--- src/rtl/errcap_pkg.sv ---
package errcap_pkg;
   localparam int FLAG_W = 4;

   typedef struct packed {
      logic valid;
      logic cpu;
      logic wr;
      logic ecc;
   } errcap_flags_t;
endpackage

--- src/rtl/errcap_skew.sv ---
module errcap_skew #(
   parameter int ADDR_W    = 28,
   parameter int PAGE_BITS = 12,
   parameter int PIPE_SKEW = 5,
   parameter bit SKEW_EN   = 1'b1
) (
   input  logic [ADDR_W-1:0] addr_in,
   input  logic              is_ecc,
   input  logic              is_wr,
   output logic [ADDR_W-1:0] addr_out
);
   localparam logic [PAGE_BITS-1:0] SKEW_V = PAGE_BITS'(PIPE_SKEW);

   generate
      if (!SKEW_EN) begin : g_flat
         logic unused_ok;
         assign unused_ok = is_ecc ^ is_wr;
         assign addr_out  = addr_in;
      end else if (PAGE_BITS == ADDR_W) begin : g_full
         always_comb begin
            addr_out = addr_in;
            if (is_ecc && !is_wr) addr_out = addr_in + SKEW_V;
         end
      end else begin : g_page
         logic [PAGE_BITS-1:0] low_adj;
         always_comb begin
            low_adj = addr_in[PAGE_BITS-1:0];
            if (is_ecc && !is_wr) low_adj = addr_in[PAGE_BITS-1:0] + SKEW_V;
         end
         assign addr_out = {addr_in[ADDR_W-1:PAGE_BITS], low_adj};
      end
   endgenerate
endmodule

--- src/rtl/errcap_ctrl.sv ---
module errcap_ctrl (
   input  logic evt_valid,
   input  logic held,
   input  logic bus_sel,
   input  logic bus_we,
   output logic load,
   output logic clear
);
   always_comb begin
      clear = bus_sel && bus_we;
      load  = evt_valid && !held && !clear;
   end
endmodule

--- src/rtl/errcap_store.sv ---
module errcap_store #(
   parameter int ADDR_W = 28
) (
   input  logic                    clk,
   input  logic                    rst_n,
   input  logic                    load,
   input  logic                    clear,
   input  errcap_pkg::errcap_flags_t flags_in,
   input  logic [ADDR_W-1:0]       addr_in,
   output errcap_pkg::errcap_flags_t flags_q,
   output logic [ADDR_W-1:0]       addr_q
);
   always_ff @(posedge clk or negedge rst_n) begin
      if (!rst_n) begin
         flags_q <= '0;
         addr_q  <= '0;
      end else if (clear) begin
         flags_q <= '0;
         addr_q  <= '0;
      end else if (load) begin
         flags_q <= flags_in;
         addr_q  <= addr_in;
      end
   end
endmodule

--- src/rtl/errcap_unit.sv ---
module errcap_unit #(
   parameter int ADDR_W    = 28,
   parameter int PAGE_BITS = 12,
   parameter int PIPE_SKEW = 5,
   parameter bit SKEW_EN   = 1'b1
) (
   input  logic                                  clk,
   input  logic                                  rst_n,
   input  logic                                  evt_valid,
   input  logic                                  evt_cpu,
   input  logic                                  evt_write,
   input  logic                                  evt_ecc,
   input  logic [ADDR_W-1:0]                     evt_addr,
   input  logic                                  bus_sel,
   input  logic                                  bus_we,
   output logic [ADDR_W+errcap_pkg::FLAG_W-1:0]  bus_rdata,
   output logic                                  irq
);
   import errcap_pkg::*;
   localparam int DATA_W = ADDR_W + FLAG_W;

   generate
      if (PAGE_BITS < 1 || PAGE_BITS > ADDR_W) begin : g_bad_page
         $error("errcap_unit: PAGE_BITS out of range");
      end
      if (PIPE_SKEW < 0 || PIPE_SKEW >= (1 << PAGE_BITS)) begin : g_bad_skew
         $error("errcap_unit: PIPE_SKEW does not fit the page");
      end
   endgenerate

   errcap_flags_t     flags_in, flags_q;
   logic [ADDR_W-1:0] addr_adj, addr_q;
   logic              load, clear;
   logic [DATA_W-1:0] cap_word;

   assign flags_in = '{valid: 1'b1, cpu: evt_cpu, wr: evt_write, ecc: evt_ecc};

   errcap_skew #(
      .ADDR_W(ADDR_W), .PAGE_BITS(PAGE_BITS),
      .PIPE_SKEW(PIPE_SKEW), .SKEW_EN(SKEW_EN)
   ) u_skew (
      .addr_in(evt_addr), .is_ecc(evt_ecc), .is_wr(evt_write), .addr_out(addr_adj)
   );

   errcap_ctrl u_ctrl (
      .evt_valid(evt_valid), .held(flags_q.valid),
      .bus_sel(bus_sel), .bus_we(bus_we), .load(load), .clear(clear)
   );

   errcap_store #(.ADDR_W(ADDR_W)) u_store (
      .clk(clk), .rst_n(rst_n), .load(load), .clear(clear),
      .flags_in(flags_in), .addr_in(addr_adj),
      .flags_q(flags_q), .addr_q(addr_q)
   );

   assign cap_word  = {flags_q, addr_q};
   assign bus_rdata = (bus_sel && !bus_we) ? cap_word : '0;
   assign irq       = flags_q.valid;
endmodule

--- config.mk ---
export PLATFORM = sky130hd
export DESIGN_NAME = errcap_unit
export DESIGN_NICKNAME = d
export VERILOG_FILES = /design/src/rtl/errcap_pkg.sv /design/src/rtl/errcap_skew.sv /design/src/rtl/errcap_ctrl.sv /design/src/rtl/errcap_store.sv /design/src/rtl/errcap_unit.sv
export SDC_FILE = /design/constraint.sdc
export NUM_CORES = 1
export LEC_CHECK = 0
export BUFFER_PORTS_ARGS = -buffer_cell sky130_fd_sc_hd__buf_2
export CAP_MARGIN = 10
export CORE_MARGIN = 5
export CORE_UTILIZATION = 25
export CTS_CLUSTER_SIZE = 30
export DETAILED_ROUTE_END_ITERATION = 8
export GPL_TIMING_DRIVEN = 0
export SYNTH_ARGS = -nofsm -noshare
export SYNTH_HDL_FRONTEND = slang
export SYNTH_SLANG_ARGS = --single-unit
--- constraint.sdc ---
create_clock -name clk -period 1.8 [get_ports clk]
set_input_delay 0.27 -clock clk [delete_from_list [all_inputs] [get_ports clk]]
set_output_delay 0.27 -clock clk [all_outputs]
set_load 0.005 [all_outputs]
==> impl_metrics.toml <==
[run_status]
status = "finished clean"

[setup_path]
endpoint_kind = "output pin"
worstPathRequired_ns = 1.53
cp-start-kind = "input pin"
path_max_fanout = 10
reg2reg_from = "u_store.flags_q[3]$_DFFE_PN0P_"
worstSetupPathType = "in -> out"
cp.arrival_ns = 1.37
cp-startpoint = "bus_sel"
r2r-end = "u_store.addr_q[18]$_DFFE_PN0P_"
rr_worst_depth = 4
reg2reg_slack_ns = 0.46

[synth]
synth_fa_ha_area_share_pct = 0.765
synth_top_family_by_area = "simple AND/OR/NAND/NOR gates"
syn_area_um2 = 1640
synthSimpleGateAreaFrac_pct = 23.2
ys_seq_area_share_pct = 49.0
synth_area_per_cell_um2 = 11.2
synth_compound_area_share_pct = 18.3
synth_top_cell_by_area = "dfrtp_1"
netlist_instances = 146
muxShareOfSynthArea_pct = 0.689
synth_xor_area_share_pct = 5.36
synthesis.nets = 183
yosys_warnings = 0
ys_ff_latch = 32
yosysUniqueCellTypes = 27
synthTopCellsByArea = "dfrtp_1 49%, a22o_1 16%, and2_1 12%, xor2_1 4.3%, nor4_2 2.3%"
netlist.area_leader.share_pct = 49.0

[power_and_ir_drop]
seqPwrFrac_pct = 49.3
pwr-share-comb_pct = 17.2
intPower_uw = 1250
leakage_uw = 0.00114
netSwitchingFraction_pct = 26.0
clockPowerShare_pct = 33.5
power.density_nw_per_um2 = 783
irDropWorstVdd_mv = 0.309
switching_power_uw = 441

[sta]
max_freq_mhz = 609
max_slew_margin_pct = 52.0
worst_slew_pin_slew_ns = 0.720
period_share_pct = 91.2
drv_slew = 0
clock_skew_ns = 0.00326
fin_setup_tns_ns = 0
layout_setup_ws_ns = 0.158
finalCriticalPeriod_ns = 1.64
hold_viol = 0
setup_viol = 0
rsz0062_at_grt = "no"

[clock_network]
clk_pin_slew_ns = 0.07
htree_levels = 2
cts-root-buf = "clkbuf_8"
cts_buffers = 5
clk_latency_ns = 0.28
clk_path_buf_depth = 2
tritoncts = "yes"
clkSinkCount = 32
cts_hold_buf = 0

[die]
die_x_um = 90.9
rows = 29
die_y_um = 90.9
core_area_um2 = 6350
io_pins = 69
die_area_um2 = 8260
initial_core_util_pct = 25.8

[placed_design]
portBuffers = 68
place_ws_ns = 0.0724
gp_congestion = 0.694
dp_hpwl_um = 3340

[route]
drtIter0Drc = 24
routedWlPerCell_um = 14.8
vias = 1356
drc = 0
first_pass_iters = 4
drtAntennaViolNets = 0
drt_wl_total_um = 4420
routed_via_density = 4.54

[min_path]
min_path_type = "in -> async"

[grt]
antenna_found_initial = 0
grt_overflow = 0
grt_pass1_vias = 1439
grt_max_degree = 33
grt_use_total_pct = 10.9
grt_first_pass_wirelength_um = 7270

[final_layout]
antenna_cells = 0
fin_util_pct = 34.1
drive_gt1_share_pct = 40.1
final_cell_mix = "74 x buf_2, 32 x and2_1, 32 x dfrtp_1, 29 x a22o_1, 8 x xor2_1"
layout_commonest_cell = "buf_2"
syn_to_final_growth_pct = 32.3
nNetsFinal = 258

[run]
max-cap-violations = 0
-- critical path: stages --
cell and delay (ns):
buf_2 0.12, nor2b_1 0.31, clkbuf_1 0.36, and2_1 0.20, buf_2 0.11
-- layout make-up --
class / instances / area (um2)
tap: 77 / 96.3
sequential: 32 / 801
multi-input combinational: 104 / 790
clock buffer: 8 / 90.1
fill: 678 / 4190
timing repair buffer: 68 / 340
buffer: 9 / 42.5
inverter: 1 / 3.75
-- cells in the mapped netlist --
master     number
clkbuf_1        3
nor3b_1         1
nor3_1          2
a22o_1         29
dfrtp_1        32
nor2b_1         2
a21boi_2        1
nand4_1         1
nor4_2          3
nand2_1         3
xor2_1          8
nand3_1         2
buf_2           6
nand4bb_1       1
inv_1           1
a22o_2          1
mux2_2          1
nand3_4         1
nor2_1          6
nand3b_4        1
or2_0           1
and2_1         32
o311ai_1        1
xnor2_1         2
ha_1            1
nand2b_1        1
a21oi_1         3
-- registers in the layout, summed over array words and instances (netlist names) --
name             cells
u_store.flags_q      4
u_store.addr_q      28
-- logic make-up after synthesis --
logic type | count (synthesis)
compound gates | 35
xor+xnor | 10
fa+ha+maj | 1
buf+inv | 10
flops | 32
mux | 1
simple gates | 57
-- worst max-delay path by stage --
| stage | end | slack [ns] | cells after the start |
|---|---|---|---|
| floorplan | u_store.addr_q[10]$_DFFE_PN0P_ | 0.55 | 5 |
| global placement | bus_rdata[11] | 0.10 | 5 |
| detailed placement | bus_rdata[11] | 0.07 | 5 |
| CTS | bus_rdata[11] | 0.07 | 5 |
| global route | bus_rdata[4] | 0.003 | 5 |
| finish | bus_rdata[6] | 0.16 | 5 |
-- power groups by stage --
stage / sequential (uW) / combinational, uW / clock, uW
final: 834 / 292 / 568
after global routing: 843 / 329 / 622
after CTS: 835 / 300 / 593
after detailed placement: 848 / 299 / 0
after global placement: 846 / 294 / 0
after floorplan: 836 / 166 / 0
-- what timing repair did --
action,in CTS,in global routing
setup buffers,0,0
gates resized for setup,0,2
setup endpoints to repair,0,3
-- routing by layer --
metal | up-vias | GRT usage (%) | part of all wire [%]
li1 | 668 | - | -
met1 | 641 | 14.2 | 46
met2 | 42 | 17.1 | 46
met3 | 5 | 3.25 | 6.4
met4 | 0 | 4.03 | 1.8
met5 | - | 0 | 0
-- per-stage QoR --
stage          area (um2)  std cells  power [uW]  hold WS (ns)
3_5_place_dp         2070        291        1150         0.384
3_3_place_gp         2070        291        1140         0.374
5_1_grt              2160        299        1790         0.112
4_1_cts              2160        299        1730        0.0730
6_report             2160        299        1690        0.0419
2_1_floorplan        1640        146        1000       -0.0256
Note: power is estimated with default switching activity, not from simulation.
